$ cat src/rtl/clk_pick_pkg.sv
package clk_pick_pkg;
  typedef enum logic [1:0] {
    TGT_PIX = 2'd0,
    TGT_VID = 2'd1,
    TGT_MEM = 2'd2,
    TGT_BAD = 2'd3
  } tgt_e;

  typedef enum logic [2:0] {
    ST_IDLE,
    ST_LAUNCH,
    ST_WAIT,
    ST_FIN_LAUNCH,
    ST_FIN_WAIT
  } st_e;

  localparam int unsigned SRC_LO_HZ = 288_000_000;
  localparam int unsigned SRC_HI_HZ = 336_000_000;
endpackage

$ cat src/rtl/clk_div_iter.sv
module clk_div_iter #(
  parameter int unsigned DW = 30,
  parameter int unsigned VW = 11
) (
  input  logic          clk_i,
  input  logic          rst_ni,
  input  logic          start_i,
  input  logic [DW-1:0] dividend_i,
  input  logic [VW-1:0] divisor_i,
  output logic          done_o,
  output logic [DW-1:0] quot_o
);
  localparam int unsigned CW = $clog2(DW + 1);

  logic [DW-1:0] q_q;
  logic [VW:0]   r_q;
  logic [VW-1:0] d_q;
  logic [CW-1:0] cnt_q;
  logic          run_q, done_q;
  logic [VW:0]   r_sh;
  logic          ge;

  always_comb begin
    r_sh = {r_q[VW-1:0], q_q[DW-1]};
    ge   = r_sh >= {1'b0, d_q};
  end

  always_ff @(posedge clk_i or negedge rst_ni) begin
    if (!rst_ni) begin
      q_q    <= '0;
      r_q    <= '0;
      d_q    <= '0;
      cnt_q  <= '0;
      run_q  <= 1'b0;
      done_q <= 1'b0;
    end else begin
      done_q <= 1'b0;
      if (start_i) begin
        q_q   <= dividend_i;
        r_q   <= '0;
        d_q   <= divisor_i;
        cnt_q <= CW'(DW);
        run_q <= 1'b1;
      end else if (run_q) begin
        r_q   <= ge ? (r_sh - {1'b0, d_q}) : r_sh;
        q_q   <= {q_q[DW-2:0], ge};
        cnt_q <= cnt_q - 1'b1;
        if (cnt_q == CW'(1)) begin
          run_q  <= 1'b0;
          done_q <= 1'b1;
        end
      end
    end
  end

  assign done_o = done_q;
  assign quot_o = q_q;
endmodule

$ cat src/rtl/clk_cand_walk.sv
module clk_cand_walk #(
  parameter int unsigned N_SRC   = 2,
  parameter int unsigned N_ODD   = 3,
  parameter int unsigned N_SHIFT = 8,
  localparam int unsigned SI_W = (N_SRC > 1) ? $clog2(N_SRC) : 1,
  localparam int unsigned OI_W = (N_ODD > 1) ? $clog2(N_ODD) : 1,
  localparam int unsigned SH_W = (N_SHIFT > 1) ? $clog2(N_SHIFT) : 1
) (
  input  logic            clk_i,
  input  logic            rst_ni,
  input  logic            clear_i,
  input  logic            step_i,
  input  logic [OI_W-1:0] last_odd_i,
  output logic [SI_W-1:0] src_o,
  output logic [OI_W-1:0] odd_o,
  output logic [SH_W-1:0] sh_o,
  output logic            last_o
);
  localparam logic [SH_W-1:0] SH_LAST  = SH_W'(N_SHIFT - 1);
  localparam logic [SI_W-1:0] SRC_LAST = SI_W'(N_SRC - 1);

  logic [SI_W-1:0] src_q;
  logic [OI_W-1:0] odd_q;
  logic [SH_W-1:0] sh_q;

  // shift is innermost, source outermost
  always_ff @(posedge clk_i or negedge rst_ni) begin
    if (!rst_ni) begin
      src_q <= '0;
      odd_q <= '0;
      sh_q  <= '0;
    end else if (clear_i) begin
      src_q <= '0;
      odd_q <= '0;
      sh_q  <= '0;
    end else if (step_i) begin
      if (sh_q != SH_LAST) begin
        sh_q <= sh_q + 1'b1;
      end else begin
        sh_q <= '0;
        if (odd_q != last_odd_i) begin
          odd_q <= odd_q + 1'b1;
        end else begin
          odd_q <= '0;
          src_q <= src_q + 1'b1;
        end
      end
    end
  end

  assign src_o  = src_q;
  assign odd_o  = odd_q;
  assign sh_o   = sh_q;
  assign last_o = (src_q == SRC_LAST) && (odd_q == last_odd_i) && (sh_q == SH_LAST);
endmodule

$ cat src/rtl/clk_pick_top.sv
module clk_pick_top
  import clk_pick_pkg::*;
#(
  parameter int unsigned FREQ_W  = 32,
  parameter int unsigned N_ODD   = 3,
  parameter int unsigned N_SHIFT = 8,
  parameter int unsigned SRC_LO  = SRC_LO_HZ,
  parameter int unsigned SRC_HI  = SRC_HI_HZ
) (
  input  logic              clk_i,
  input  logic              rst_ni,
  input  logic              start_i,
  input  logic [1:0]        tgt_i,
  input  logic [FREQ_W-1:0] req_i,
  output logic              done_o,
  output logic              err_o,
  output logic [7:0]        code_o,
  output logic [FREQ_W-1:0] freq_o
);
  localparam int unsigned N_SRC   = 2;
  localparam int unsigned OI_W    = (N_ODD > 1) ? $clog2(N_ODD) : 1;
  localparam int unsigned SH_W    = (N_SHIFT > 1) ? $clog2(N_SHIFT) : 1;
  localparam int unsigned ODD_MAX = 2 * N_ODD - 1;
  localparam int unsigned D_MAX   = ODD_MAX << (N_SHIFT - 1);
  localparam int unsigned NUM_W   = $clog2(2 * SRC_HI + D_MAX + 1);
  localparam int unsigned DV_W    = $clog2(2 * D_MAX + 1);
  localparam int unsigned TW      = FREQ_W + 1;

  st_e             state_q;
  tgt_e            tgt_q;
  logic [TW-1:0]   target_q;
  logic [OI_W-1:0] last_odd_q;
  logic [TW-1:0]   best_diff_q;
  logic            best_src_q;
  logic [OI_W-1:0] best_odd_q;
  logic [SH_W-1:0] best_sh_q;
  logic            done_q, err_q;
  logic [7:0]      code_q;
  logic [FREQ_W-1:0] freq_q;

  logic            w_src;
  logic [OI_W-1:0] w_odd;
  logic [SH_W-1:0] w_sh;
  logic            w_last, w_clear, w_step;

  logic              fin;
  logic              sel_src;
  logic [OI_W-1:0]   sel_odd;
  logic [SH_W-1:0]   sel_sh;
  logic [DV_W-1:0]   d_v;
  logic [NUM_W-1:0]  src_v;
  logic [NUM_W-1:0]  dvd;
  logic [DV_W-1:0]   dvs;
  logic              dv_start, dv_done;
  logic [NUM_W-1:0]  quot;
  logic [TW-1:0]     cand, diff;
  logic              busy;
  logic              accept;

  clk_cand_walk #(
    .N_SRC  (N_SRC),
    .N_ODD  (N_ODD),
    .N_SHIFT(N_SHIFT)
  ) i_walk (
    .clk_i     (clk_i),
    .rst_ni    (rst_ni),
    .clear_i   (w_clear),
    .step_i    (w_step),
    .last_odd_i(last_odd_q),
    .src_o     (w_src),
    .odd_o     (w_odd),
    .sh_o      (w_sh),
    .last_o    (w_last)
  );

  clk_div_iter #(
    .DW(NUM_W),
    .VW(DV_W)
  ) i_div (
    .clk_i     (clk_i),
    .rst_ni    (rst_ni),
    .start_i   (dv_start),
    .dividend_i(dvd),
    .divisor_i (dvs),
    .done_o    (dv_done),
    .quot_o    (quot)
  );

  function automatic logic [7:0] enc_code(tgt_e t, logic s, logic [OI_W-1:0] o,
                                          logic [SH_W-1:0] sh);
    logic [7:0] b;
    b = '0;
    b[SH_W-1:0] = sh;
    b[3] = (o == OI_W'(1));
    if (t == TGT_PIX) begin
      b[4] = (o == OI_W'(2));
      b[5] = s;
    end else begin
      b[4] = s;
    end
    return b;
  endfunction

  always_comb begin
    busy    = state_q != ST_IDLE;
    accept  = (state_q == ST_IDLE) && start_i;
    fin     = state_q == ST_FIN_LAUNCH;
    sel_src = fin ? best_src_q : w_src;
    sel_odd = fin ? best_odd_q : w_odd;
    sel_sh  = fin ? best_sh_q  : w_sh;
    d_v     = DV_W'({sel_odd, 1'b1}) << sel_sh;
    src_v   = sel_src ? NUM_W'(SRC_HI) : NUM_W'(SRC_LO);
    // search pass: rounded src/d; final pass: truncated src/d
    dvd      = fin ? src_v : ((src_v << 1) + NUM_W'(d_v));
    dvs      = fin ? d_v : (d_v << 1);
    dv_start = (state_q == ST_LAUNCH) || fin;
    cand     = TW'(quot);
    diff     = (cand > target_q) ? (cand - target_q) : (target_q - cand);
    w_clear  = accept;
    w_step   = (state_q == ST_WAIT) && dv_done && !w_last;
  end

  always_ff @(posedge clk_i or negedge rst_ni) begin
    if (!rst_ni) begin
      state_q     <= ST_IDLE;
      tgt_q       <= TGT_MEM;
      target_q    <= '0;
      last_odd_q  <= '0;
      best_diff_q <= '0;
      best_src_q  <= 1'b0;
      best_odd_q  <= '0;
      best_sh_q   <= '0;
      done_q      <= 1'b0;
      err_q       <= 1'b0;
      code_q      <= '0;
      freq_q      <= '0;
    end else begin
      done_q <= 1'b0;
      unique case (state_q)
        ST_IDLE: begin
          if (start_i) begin
            if (tgt_e'(tgt_i) == TGT_BAD) begin
              done_q <= 1'b1;
              err_q  <= 1'b1;
              code_q <= '0;
              freq_q <= '0;
            end else begin
              tgt_q       <= tgt_e'(tgt_i);
              target_q    <= (tgt_e'(tgt_i) == TGT_MEM) ? {1'b0, req_i} : {req_i, 1'b0};
              last_odd_q  <= (tgt_e'(tgt_i) == TGT_PIX) ? OI_W'(N_ODD - 1) : OI_W'(1);
              best_diff_q <= '1;
              state_q     <= ST_LAUNCH;
            end
          end
        end
        ST_LAUNCH: state_q <= ST_WAIT;
        ST_WAIT: begin
          if (dv_done) begin
            if (diff < best_diff_q) begin
              best_diff_q <= diff;
              best_src_q  <= w_src;
              best_odd_q  <= w_odd;
              best_sh_q   <= w_sh;
            end
            state_q <= w_last ? ST_FIN_LAUNCH : ST_LAUNCH;
          end
        end
        ST_FIN_LAUNCH: state_q <= ST_FIN_WAIT;
        ST_FIN_WAIT: begin
          if (dv_done) begin
            done_q  <= 1'b1;
            err_q   <= 1'b0;
            code_q  <= enc_code(tgt_q, best_src_q, best_odd_q, best_sh_q);
            freq_q  <= (tgt_q == TGT_MEM) ? FREQ_W'(quot) : FREQ_W'(quot >> 1);
            state_q <= ST_IDLE;
          end
        end
        default: state_q <= ST_IDLE;
      endcase
    end
  end

  assign done_o = done_q;
  assign err_o  = err_q;
  assign code_o = code_q;
  assign freq_o = freq_q;
endmodule

$ cat config.mk
export PLATFORM = sky130hd
export DESIGN_NAME = clk_pick_top
export DESIGN_NICKNAME = d
export VERILOG_FILES = /design/src/rtl/clk_pick_pkg.sv /design/src/rtl/clk_div_iter.sv /design/src/rtl/clk_cand_walk.sv /design/src/rtl/clk_pick_top.sv
export SDC_FILE = /design/constraint.sdc
export NUM_CORES = 1
export LEC_CHECK = 0
export BUFFER_PORTS_ARGS = -buffer_cell sky130_fd_sc_hd__buf_4
export CORE_AREA = 4 4 181 183
export DETAILED_ROUTE_END_ITERATION = 10
export DIE_AREA = 0 0 185 187
export PLACE_DENSITY_LB_ADDON = 0.25
export SLEW_MARGIN = 20
export SYNTH_ARGS = -nofsm -noshare
export SYNTH_HDL_FRONTEND = slang
export SYNTH_HIERARCHICAL = 1
export SYNTH_SLANG_ARGS = --single-unit
$ cat constraint.sdc
create_clock -name clk_i -period 7.7 [get_ports clk_i]
set_input_delay 1.925 -clock clk_i [delete_from_list [all_inputs] [get_ports clk_i]]
set_output_delay 1.925 -clock clk_i [all_outputs]
set_load 0.02 [all_outputs]
# ---- Yosys cells after proc, flatten, opt, wreduce, memory -nomap -nowiden
# Index checks and enable logic that the tools add are counted.
dict set report word_totals {
  ff_bits 186
  input_bits 37
  out_inout_bits 42
  wordCells 140
}
dict set report op_classes {
  addsub 8
  n_lt_le_gt_ge 3
  eq_ne 22
  n_shift 1
  n_mux 63
  bitwise 1
  n_reduce_logical 21
}
# op n
set op_table {}
lappend op_table {{33-bit 2-to-1 mux} 6}
lappend op_table {{30-bit 2-to-1 mux} 4}
lappend op_table {{32-bit 2-to-1 mux} 3}
lappend op_table {{33-bit case mux with 2 select lines} 1}
lappend op_table {{32-bit case mux with 2 select lines} 1}
lappend op_table {{11-bit 2-to-1 mux} 4}
lappend op_table {{30-bit by 33-bit greater-than comparator with 1-bit output} 1}
lappend op_table {{33-bit less-than comparator} 1}
lappend op_table {{30-bit by 33-bit subtractor with 33-bit output} 1}
lappend op_table {{33-bit by 30-bit subtractor with 33-bit output} 1}
lappend op_table {{30-bit by 11-bit adder with 30-bit output} 1}
lappend op_table {{27-bit 2-to-1 mux} 1}
lappend op_table {{3-bit 2-to-1 mux} 8}
lappend op_table {{8-bit 2-to-1 mux} 3}
lappend op_table {{1-bit 2-to-1 mux} 19}
lappend op_table {{8-bit case mux with 2 select lines} 1}
lappend op_table {{3-bit case mux with 5 select lines} 1}
lappend op_table {{2-bit 2-to-1 mux} 7}
lappend op_table {{12-bit by 11-bit >= comparator with 1-bit output} 1}
lappend op_table {{3-bit by 3-bit left shift with 11-bit output} 1}
lappend op_table {{11-bit subtractor} 1}
lappend op_table {{5-bit 2-to-1 mux} 2}
lappend op_table {{3-bit AND reduction} 3}
lappend op_table {{2-bit == test (second input constant)} 4}
lappend op_table {{25 further kinds} 43}

# ---- Longest topological paths before layout
dict set report logic_depth {
  word_depth 7
  mapped_depth 24
  ltp_nobuf 22
}

# ---- Cells and area by module
# The synthesis kept the hierarchy.
# module instances cells_each area_per_inst_um2 seq_area_each_um2
set by_module_without_submodules {}
lappend by_module_without_submodules {clk_pick_top 1 1178 9723.1 2929.1}
lappend by_module_without_submodules {clk_div_iter 1 335 3246.9 1476.4}
lappend by_module_without_submodules {clk_cand_walk 1 34 340.3 150.1}

# ---- Worst setup path before layout
# No wires, ideal clock.
dict set report synth_path {
  path_kind {register to register}
  from {reg i_div.q_q[20], in the netlist i_div/quot_o[20]}
  to {reg best_diff_q[1]}
  setup_time_ns 0.083
  arrival_time_ns 4.577
  required_time_ns 7.617
  setup_slack_ns 3.040
  path_stages_with_launch 22
  path_buffers 3
  synth_period_minus_slack_ns 4.660
  path_cell_list {dfrtp_1 ha_1 buf_6 nand4_4 nor4_4 nand4_1 a21boi_1 o21bai_4 mux2_4 o31a_1 xor2_1 ha_1 a21o_1 a21oi_1 nor2b_1 a211oi_1 o21ai_0 a211oi_1 clkbuf_1 clkbuf_1 o21ai_0 o21ai_0}
}
dict set report synth_between {
  elab_chain_len 5
  elab_cells_between_ends 10
  cone_classes {add/sub (2); order compare (2); eq/ne (1); mux (4); reduce/logical (1)}
}
# element line
set synth_rtl {}
lappend synth_rtl {{from (decl)} clk_div_iter.sv:15} ;# logic [DW-1:0] q_q;
lappend synth_rtl {{from (signal assigned)} clk_div_iter.sv:39} ;# q_q <= dividend_i;
lappend synth_rtl {{from (signal assigned)} clk_div_iter.sv:46} ;# q_q <= {q_q[DW-2:0], ge};
lappend synth_rtl {{33-bit by 30-bit subtractor with 33-bit output (tied with other cells)} clk_pick_top.sv:118} ;# diff = (cand > target_q) ? (cand - target_q) : (target_q - cand);
lappend synth_rtl {{33-bit 2-to-1 mux *} clk_pick_top.sv:118}
lappend synth_rtl {{33-bit less-than comparator or 33-bit 2-to-1 mux (tied branches)} clk_pick_top.sv:159} ;# if (diff < best_diff_q) begin
lappend synth_rtl {{2-bit by 1-bit inequality test with 1-bit output (no source line) or 33-bit 2-to-1 mux (tied branches)} -}
lappend synth_rtl {{5-bit AND reduction (no source line) or 33-bit case mux with 2 select lines (tied branches)} -}
lappend synth_rtl {{to (signal assigned)} clk_pick_top.sv:160} ;# best_diff_q <= diff;
lappend synth_rtl {{to (decl)} clk_pick_top.sv:33} ;# logic [TW-1:0] best_diff_q;
# Every way passes the cells marked *; elsewhere a longest branch is shown, timed or not. The select of a mux whose other input is x is not followed.
# A chain may end at the register's enable or synchronous reset.

# ---- Worst setup path after layout
dict set report layout_path {
  from {reg i_div.q_q[29], in the netlist i_div/quot_o[29]}
  to {reg best_diff_q[25]}
}
# The elaborated chain is that of the path after synthesis.

==> results.md <==
- Share of cells above drive strength 1: 10.8%
- Routed via count: 11,208
- GRT Total Usage: 21.0%
- Clock sink count: 182
- Reg2Reg Setup Slack: 1.75 ns
- Mean number of vias per cell: 5.65
- Setup TNS: 0 ns
- Commonest cells after routing, fill and taps aside: nand2_1, dfrtp_1, o21ai_0
- Relative max-transition margin: 28.6%
- Tmin final: 5.95 ns
- Cell accounting for the most synthesized area: dfrtp_1
- Clk pin slew, worst setup/hold paths: 0.08 ns
- Die Y: 187 um
- Drt first pass iters: 6
- DP HPWL: 27,200 um
- Antenna viol nets, final: 0
- Die X: 185 um
- Hold crit path type: reg -> reg
- Initial Util: 42.6%
- Clk Latency, worst-skew pair: 0.45 ns
- Clock Tree Root: clkbuf_16
- Crit path required time: 8.03 ns
- DIE AREA: 0.0346 mm2
- Final Setup Violations: 0
- Routability cong.: 0.901
- Grt total ovfl: 0
- Dominant synthesized flop cell: dfrtp_1
- Nature of the critical path endpoint: register
- Vias in the first global route: 10,860
- Synth Area per Inst: 8.60 um2
- Drt wl/cell: 18.2 um
- Fmax: 168 MHz
- Sequential element share of the synthesized area: 34.2%
- Commonest non-fill, non-tap cell in the layout: nand2_1
- RSZ-0062 raised after global routing: false
- Maximum clock path buffer count: 2
- Kind of critical path: reg -> reg
- Max Fanout on Critical Path: 31
- Post-route cell area: 0.0147 mm2
- Pins over their slew limit: 0
- Util after Layout: 47.2%
- YS warnings: 6
- Synth top area share: 34.0%
- Post-Syn Instances: 1,547
- Area Growth Syn to Fin: 10.8%
- EDFF count, synth: 0
- Netlist Area Pre-Place: 0.0133 mm2
- TritonCTS clock tree: done
- CTS Hold Buffers Added: 0
- Worst r2r src: i_div/quot_o[29]$_DFFE_PN0P_
- WHS Endpoint: freq_o[16]$_DFFE_PN0P_
- Run status: completed
- Total Routed Length: 36,200 um
- Synth cell types: 87
- Crit share post-route: 77.2%
- R2R depth: 20
- Post-CTS setup buffers: 0
- Worst hold slack: 0.492 ns
- Setup Skew: 0.0153 ns
- Post_cts resized: 0
- # IOs: 79
- FF-to-FF End: best_diff_q[25]$_DFFE_PN0P_
- ANT cells: 0
- Placed cell areas: 0.0141 mm2
- NumNets Final: 1,721
- Max cap viols: 0
- Synth async-reset ratio: 100%
- CP Launch Type: register
- Drt drc: 0
- Core outline area: 0.0312 mm2
- Dominant cells by area after synthesis: dfrtp_1, ha_1, mux2i_1
- Port-buffer cells: 74
- HP Start: freq_o[16]$_DFFE_PN0P_
- Least-Margin Pin Slew: 1.07 ns
- First-pass GRT wire length: 59,000 um
- Total clock buffers created by CTS: 17
- Arrival time worst endpoint: 6.27 ns
- Detailed Route Iter0 Violations: 779
- Largest net degree at the start of global routing: 101
- Row count: 65
- Worst hold stages: 2
- Flops & latches, synth: 182
- Hold violation count in the final report: 0
- Antenna violations before repair: 0
- Htree depth: 4
[metal layers]
metal / routed length [um] / GRT usage (%) / vias to the layer above / part of all wire [%]
met5: 0 / 0 / - / 0
met4: 668 / 5.00 / 0 / 1.8
met3: 1130 / 2.63 / 37 / 3.1
met2: 17600 / 34.8 / 241 / 49
met1: 16800 / 29.4 / 5453 / 46
li1: - / - / 5477 / -
[how the worst max path moves through the flow]
stage	startpoint	endpoint	slack [ns]	depth (start not counted)
after floorplan	i_div/quot_o[20]$_DFFE_PN0P_	best_diff_q[1]$_DFFE_PN0P_	3.04	21
after global placement	i_div/quot_o[29]$_DFFE_PN0P_	best_diff_q[31]$_DFFE_PN0P_	1.58	20
after detailed placement	i_div/quot_o[29]$_DFFE_PN0P_	best_diff_q[25]$_DFFE_PN0P_	1.49	20
after CTS	i_div/quot_o[29]$_DFFE_PN0P_	best_diff_q[25]$_DFFE_PN0P_	1.44	20
after global routing	i_div/quot_o[29]$_DFFE_PN0P_	best_diff_q[31]$_DFFE_PN0P_	1.33	20
final	i_div/quot_o[29]$_DFFE_PN0P_	best_diff_q[25]$_DFFE_PN0P_	1.75	20
[final cells by class]
| type | instances | area, um2 |
|---|---|---|
| clock inverters | 15 | 200 |
| fillers | 3027 | 16500 |
| well taps | 402 | 503 |
| clock buffers | 17 | 425 |
| multi-input cells | 1145 | 7900 |
| flip-flops and latches | 182 | 4560 |
| repair buffers | 84 | 637 |
| inverters | 138 | 518 |
[Yosys cell counts, types with 4 or more instances]
master      n
o31ai_1     5
a21oi_1   127
o211ai_1    7
o22a_1     29
xnor2_1    24
a311oi_2    8
buf_6       5
a21o_1     37
buf_1       5
o21bai_1   17
nor2b_1    11
o21ai_0   146
or2_2       4
a211oi_1   13
dfrtp_1   181
buf_4       7
xor2_1     18
a211o_1     4
and4_1      4
a221o_1     4
nand4_1    16
clkbuf_1   51
nand2_1   184
nand3_1    12
nor4_1      8
o21ai_1     5
mux2_2     11
o21a_1     12
o22ai_1     6
mux2i_1    83
buf_2      17
or3_1       6
nor3_1     20
nand2b_1   19
and3_1      8
a31oi_1    12
ha_1      113
inv_1     137
nor2_1     96
[through the flow]
stage          instances  setup WS [ns]
3_3_place_gp        1951           1.58
3_5_place_dp        1951           1.49
2_1_floorplan       1551           3.04
5_1_grt             1983           1.33
6_report            1983           1.75
4_1_cts             1983           1.44
[critical path, stage by stage (launching register included)]
cell      delay (ns)
dfrtp_1         0.45
ha_1            0.55
nand4_1         0.24
nor2_1          0.22
nand3_1         0.12
or2b_1          0.27
o21bai_4        0.54
buf_4           0.40
inv_2           0.13
and4_1          0.18
o21a_1          0.19
or2_2           0.29
ha_1            0.18
a21o_1          0.15
a21o_1          0.17
a21oi_1         0.18
o21a_1          0.16
o21ai_0         0.17
a211oi_4        0.32
nand2_2         0.41
o32a_1          0.46
[flip-flops by register name (all words and copies together), names as in the netlist]
signal and cells:
best_diff_q 33, best_odd_q 2, best_sh_q 3, best_src_q 1, code_o 6, done_o 1, err_o 1, freq_o 30
i_div/cnt_q 5, i_div/d_q 11, i_div/done_o 1, i_div/quot_o 30, i_div/r_q 11, i_div/run_q 1, i_walk/odd_o 2, i_walk/sh_o 3
i_walk/src_o 1, last_odd_q 2, state_q 3, target_q 33, tgt_q 2
[logic make-up (layout without fill, tap and decap cells)]
family	count (synthesis)	count (layout)	share of synthesized area, %
buffers and inverters	224	254	6.97
adders and majority gates	116	116	11.1
other	1	5	0.0282
xor gates and xnor gates	42	42	2.76
DFF	182	182	34.2
and+or+nand+nor	406	406	14.2
muxes	95	95	7.29
AOI/OAI and AO/OA	481	481	23.5
Power is not shown: default switching activity piles up to over one toggle a cycle in this logic, so the estimate is an artifact.
